--- src/rtl/rlc_pkg.sv ---
package rlc_pkg;

    localparam int ADDR_W = 3;

    typedef enum logic [ADDR_W-1:0] {
        A_HOLD   = 3'd0,
        A_FREE   = 3'd1,
        A_PULSE  = 3'd2,
        A_HIB    = 3'd3,
        A_SLEEP  = 3'd4
    } reg_addr_e;

    typedef enum logic {
        LP_HIB   = 1'b0,
        LP_SLEEP = 1'b1
    } lp_mode_e;

    typedef struct packed {
        logic hold;
        logic free;
        logic pulse;
    } line_cmd_t;

    function automatic int cnt_width(input int cycles);
        return (cycles > 1) ? $clog2(cycles) : 1;
    endfunction

endpackage

--- src/rtl/rlc_regdec.sv ---
module rlc_regdec
    import rlc_pkg::*;
#(
    parameter int NUM_LINES = 4
) (
    input  logic                       clk,
    input  logic                       rst,
    input  logic                       wr_en,
    input  logic [ADDR_W-1:0]          wr_addr,
    input  logic [NUM_LINES-1:0]       wr_data,
    input  logic [ADDR_W-1:0]          rd_addr,
    input  logic [NUM_LINES-1:0]       level_i,
    input  logic [NUM_LINES-1:0]       busy_i,
    output line_cmd_t [NUM_LINES-1:0]  cmd_o,
    output logic [NUM_LINES-1:0]       hib_cfg_o,
    output logic [NUM_LINES-1:0]       sleep_cfg_o,
    output logic [NUM_LINES-1:0]       rd_data
);

    logic [NUM_LINES-1:0] hib_q, sleep_q;

    always_ff @(posedge clk) begin
        if (rst) begin
            hib_q   <= '0;
            sleep_q <= '0;
        end else if (wr_en) begin
            if (wr_addr == A_HIB)   hib_q   <= wr_data;
            if (wr_addr == A_SLEEP) sleep_q <= wr_data;
        end
    end

    for (genvar i = 0; i < NUM_LINES; i++) begin : g_cmd
        always_comb begin
            cmd_o[i].hold  = wr_en && (wr_addr == A_HOLD)  && wr_data[i];
            cmd_o[i].free  = wr_en && (wr_addr == A_FREE)  && wr_data[i];
            cmd_o[i].pulse = wr_en && (wr_addr == A_PULSE) && wr_data[i];
        end
    end

    always_comb begin
        case (rd_addr)
            A_HOLD:  rd_data = level_i;
            A_FREE:  rd_data = busy_i;
            A_HIB:   rd_data = hib_q;
            A_SLEEP: rd_data = sleep_q;
            default: rd_data = '0;
        endcase
    end

    assign hib_cfg_o   = hib_q;
    assign sleep_cfg_o = sleep_q;

endmodule

--- src/rtl/rlc_line.sv ---
module rlc_line
    import rlc_pkg::*;
#(
    parameter int PULSE_CYCLES = 16
) (
    input  logic      clk,
    input  logic      rst,
    input  line_cmd_t cmd_i,
    output logic      asserted_o,
    output logic      busy_o
);

    localparam int CNT_W = cnt_width(PULSE_CYCLES);
    localparam logic [CNT_W-1:0] LAST = CNT_W'(PULSE_CYCLES - 1);

    logic [CNT_W-1:0] cnt_q;
    logic             asserted_q, busy_q;

    // Priority: free, then pulse, then hold, then timer.
    always_ff @(posedge clk) begin
        if (rst) begin
            asserted_q <= 1'b1;
            busy_q     <= 1'b0;
            cnt_q      <= '0;
        end else if (cmd_i.free) begin
            asserted_q <= 1'b0;
            busy_q     <= 1'b0;
        end else if (cmd_i.pulse) begin
            asserted_q <= 1'b1;
            busy_q     <= 1'b1;
            cnt_q      <= '0;
        end else if (cmd_i.hold) begin
            asserted_q <= 1'b1;
            busy_q     <= 1'b0;
        end else if (busy_q) begin
            if (cnt_q == LAST) begin
                asserted_q <= 1'b0;
                busy_q     <= 1'b0;
            end else begin
                cnt_q <= cnt_q + 1'b1;
            end
        end
    end

    assign asserted_o = asserted_q;
    assign busy_o     = busy_q;

endmodule

--- src/rtl/rlc_lpmux.sv ---
module rlc_lpmux
    import rlc_pkg::*;
#(
    parameter int NUM_LINES = 4
) (
    input  logic [NUM_LINES-1:0] run_assert_i,
    input  logic [NUM_LINES-1:0] hib_cfg_i,
    input  logic [NUM_LINES-1:0] sleep_cfg_i,
    input  logic                 lp_valid,
    input  lp_mode_e             lp_mode,
    output logic [NUM_LINES-1:0] rst_n_o
);

    always_comb begin
        if (!lp_valid)               rst_n_o = ~run_assert_i;
        else if (lp_mode == LP_HIB)  rst_n_o = hib_cfg_i;
        else                         rst_n_o = sleep_cfg_i;
    end

endmodule

--- src/rtl/rst_line_ctrl.sv ---
module rst_line_ctrl
    import rlc_pkg::*;
#(
    parameter int NUM_LINES    = 4,
    parameter int PULSE_CYCLES = 16
) (
    input  logic                   clk,
    input  logic                   rst,
    input  logic                   wr_en,
    input  logic [2:0]             wr_addr,
    input  logic [NUM_LINES-1:0]   wr_data,
    input  logic [2:0]             rd_addr,
    output logic [NUM_LINES-1:0]   rd_data,
    input  logic                   lp_valid,
    input  logic                   lp_mode,
    output logic [NUM_LINES-1:0]   rst_n_o
);

    line_cmd_t [NUM_LINES-1:0] cmd;
    logic [NUM_LINES-1:0]      assert_vec, busy_vec, hib_cfg, sleep_cfg;

    rlc_regdec #(.NUM_LINES(NUM_LINES)) u_regdec (
        .clk         (clk),
        .rst         (rst),
        .wr_en       (wr_en),
        .wr_addr     (wr_addr),
        .wr_data     (wr_data),
        .rd_addr     (rd_addr),
        .level_i     (rst_n_o),
        .busy_i      (busy_vec),
        .cmd_o       (cmd),
        .hib_cfg_o   (hib_cfg),
        .sleep_cfg_o (sleep_cfg),
        .rd_data     (rd_data)
    );

    for (genvar i = 0; i < NUM_LINES; i++) begin : g_line
        rlc_line #(.PULSE_CYCLES(PULSE_CYCLES)) u_line (
            .clk        (clk),
            .rst        (rst),
            .cmd_i      (cmd[i]),
            .asserted_o (assert_vec[i]),
            .busy_o     (busy_vec[i])
        );
    end

    rlc_lpmux #(.NUM_LINES(NUM_LINES)) u_lpmux (
        .run_assert_i (assert_vec),
        .hib_cfg_i    (hib_cfg),
        .sleep_cfg_i  (sleep_cfg),
        .lp_valid     (lp_valid),
        .lp_mode      (lp_mode_e'(lp_mode)),
        .rst_n_o      (rst_n_o)
    );

endmodule

--- config.mk ---
export PLATFORM = sky130hd
export DESIGN_NAME = rst_line_ctrl
export DESIGN_NICKNAME = d
export VERILOG_FILES = /design/src/rtl/rlc_pkg.sv /design/src/rtl/rlc_regdec.sv /design/src/rtl/rlc_line.sv /design/src/rtl/rlc_lpmux.sv /design/src/rtl/rst_line_ctrl.sv
export SDC_FILE = /design/constraint.sdc
export NUM_CORES = 1
export LEC_CHECK = 0
export CAP_MARGIN = 20
export CORE_UTILIZATION = 55
export DETAILED_ROUTE_END_ITERATION = 8
export GPL_ROUTABILITY_DRIVEN = 0
export MAX_ROUTING_LAYER = met4
export PLACE_DENSITY_LB_ADDON = 0.08
export SYNTH_ARGS = -nofsm -noshare
export SYNTH_HDL_FRONTEND = slang
export SYNTH_SLANG_ARGS = --single-unit
--- constraint.sdc ---
create_clock -name clk -period 3.7 [get_ports clk]
set_input_delay 0.74 -clock clk [delete_from_list [all_inputs] [get_ports clk]]
set_output_delay 0.74 -clock clk [all_outputs]
set_load 0.01 [all_outputs]
==> results.cfg <==
[critical_path]
cp-end-kind = output pin
cp-start-kind = primary input
crit_type = primary input to output pin
cp.arrival_ps = 2510
cp_max_fo = 4
cpMaxStageDelayCell = clkdlybuf4s50_1
cpPeakStageDelay_ps = 620
crit_buf_inv = 2
required_ps = 2960
crit_chain = clkdlybuf4s50_1 -> mux2i_1 -> mux2i_1 -> a22oi_1 -> o21ai_1 -> clkdlybuf4s50_1
critPathTopFamily = buffers and inverters

[die]
rows = 20
die_y_um = 58.5
ios = 23
fp.dieW_um = 58.5
start_util = 0.579
core-area_um2 = 3030
dieArea_um2 = 3420

[timing]
final-setup-viol-count = 0
finalSetupTns_ps = 0
fmax_mhz = 308
worst_pin_slew_ps = 515
hold_viol_final = 0
maxSlewHeadroom = 0.655
final.min_clock_period_ps = 3250
fin_crit_sh = 0.879
slew_viol_final = 0
grt_setup_unrepaired = false
clock_skew_ps = 9.30

[power_and_ir_drop]
vdd_drop_max_mv = 0.212
netSwitchingFraction = 0.256
p_sw_mw = 0.157
power_mw = 0.611
pwr-share-comb = 0.121
p_leak_nw = 0.706
intPower_mw = 0.455
powerDensity_nw_per_um2 = 296
seqPwrFrac = 0.579
clock_power_share = 0.299

[global_routing]
grt-ovfl-total = 0
grt_pass1_wl_um = 6730
grt_usage = 0.267
antenna_found_initial = 0
grt_pass1_vias = 1533
grt_max_degree = 33

[layout]
drive_gt1_frac = 0.103
diodes = 0
nNetsFinal = 243
utilization = 0.683
area_growth_pct = 18.0

[clock_network]
cts_tree = done
cts-root-buf = clkbuf_4
cts_buffer_depth = 2
cts_sinks = 32
htreeDepth = 2
postCtsSetupBuffers = 0
cts_inserted_buffers = 5
ctsHoldBuffers = 0
clkLatencyLatePin_ps = 320
clk_pin_slew_ps = 80
cts-resized-gates = 0

[route]
firstDrtPassIters = 4
wl_per_cell_um = 15.6
drc = 0
dr_total_vias = 1660
viasPerCell = 6.19
routed_wl_um = 4170
first_iter_violations = 79
detail-route-antenna-nets = 0

[synth]
ys.flop_type = dfxtp_1
synth-seq-area-share = 0.365
ys_warn_count = 0
syn-cell-area_um2 = 1750
synth-async-reset-ratio = 0
synth_common_cells = dfxtp_1 (32), nand2_1 (24), mux2i_1 (16)
synth_cell_type_count = 35
synth_most_common_cell = dfxtp_1
synth_top_area_frac = 0.365
ys_top_cells_by_area = dfxtp_1 (37%), mux2i_1 (9.1%), nand2_1 (5.1%), a22oi_1 (3.9%), a21oi_1 (3.7%)
synthCells = 202
synth_edf_count = 0
synth-seq-cells = 32
synthesis.nets = 221
syn_area_per_cell_um2 = 8.68
yosys.area.top_type = dfxtp_1

[worst_hold_path]
hold_class = flip-flop to flip-flop

[job]
drv_cap = 0

[placement]
place_hpwl_um = 2910
portBuffers = 22

[outcome]
status = complete, no violations
-- power by group through the flow --
stage	Sequential [mW]	Clock, mW	Combinational (mW)
after floorplan	0.360	0	0.0372
after detailed placement	0.362	0	0.0697
after CTS	0.354	0.189	0.0703
after global placement	0.362	0	0.0672
after global routing	0.355	0.209	0.0799
final	0.354	0.183	0.0742
-- per-layer routing --
layer	GRT usage	routed length [um]
met1	0.323	1990
met2	0.437	1970
met3	0.0681	158
met4	0.0816	55
met5	-	0
-- final timing paths --
kind / startpoint / end / slack (ps) / cells past startpoint
setup / recovery: lp_mode / rd_data[3] / 450 / 6
hold / removal: g_line[1].u_line.cnt_q[1]$_SDFFE_PP0P_ / g_line[1].u_line.cnt_q[1]$_SDFFE_PP0P_ / 510 / 2
setup reg to reg: g_line[0].u_line.cnt_q[0]$_SDFFE_PP0P_ / g_line[0].u_line.cnt_q[0]$_SDFFE_PP0P_ / 2310 / 5
hold reg to reg: g_line[1].u_line.cnt_q[1]$_SDFFE_PP0P_ / g_line[1].u_line.cnt_q[1]$_SDFFE_PP0P_ / 510 / 2
-- cell type report --
type / instances / area (um2)
clock inverter: 1 / 5.00
inverter: 1 / 3.75
clock buffer: 6 / 41.3
multi-input combinational: 160 / 1070
sequential: 32 / 641
fill: 233 / 960
tap: 44 / 55.1
timing repair buffer: 24 / 255
-- layout by cell type, fill, tap and decap left out, drive strengths merged, types with 2 or more instances in the layout --
| cell type | netlist | routed |
|---|---|---|
| nand2 | 24 | 24 |
| mux2i | 16 | 16 |
| nand3 | 7 | 7 |
| and4bb | 3 | 3 |
| a211oi | 5 | 5 |
| and2 | 4 | 4 |
| nand4 | 6 | 6 |
| nor3 | 4 | 4 |
| dfxtp | 32 | 32 |
| a31oi | 6 | 6 |
| a311oi | 5 | 5 |
| ha | 4 | 4 |
| buf | 1 | 2 |
| clkbuf | 8 | 6 |
| o21ai | 18 | 18 |
| mux2 | 4 | 4 |
| a21oi | 14 | 14 |
| a22oi | 11 | 11 |
| a22o | 2 | 2 |
| clkdlybuf4s50 | 0 | 22 |
| or2 | 4 | 4 |
| nor2 | 15 | 15 |
| nand4b | 2 | 2 |
-- stage by stage --
step / instances / setup WS, ps / cell area [um2] / hold WS [ps]
floorplan: 202 / 1280 / 1750 / 467
global placement: 260 / 515 / 1990 / 485
detailed placement: 260 / 438 / 1990 / 491
CTS: 267 / 433 / 2040 / 505
global route: 268 / 278 / 2070 / 538
finish: 268 / 448 / 2070 / 505
-- logic make-up (layout without fill, tap and decap cells) --
kind of cell	Yosys count	count (layout)	synth area share
and+or+nand+nor	74	74	0.224
AOI/OAI and AO/OA	62	62	0.239
DFF	32	32	0.365
buffers and inverters	10	32	0.0257
muxes	20	20	0.117
adders and majority gates	4	4	0.0286
-- worst register-to-register path, stage by stage, from the launching register on --
cell and delay [ps]:
dfxtp_1 410, ha_1 240, nand3_1 160, a22oi_2 220, nor2_1 100, a211oi_2 200
-- state kept, by name, indices dropped and copies added (netlist names) --
register and cells:
g_line.u_line.busy_o 4, u_regdec.hib_cfg_o 4, g_line.u_line.asserted_o 4, u_regdec.sleep_cfg_o 4, g_line.u_line.cnt_q 16
Power figures use the tool's default switching activity.
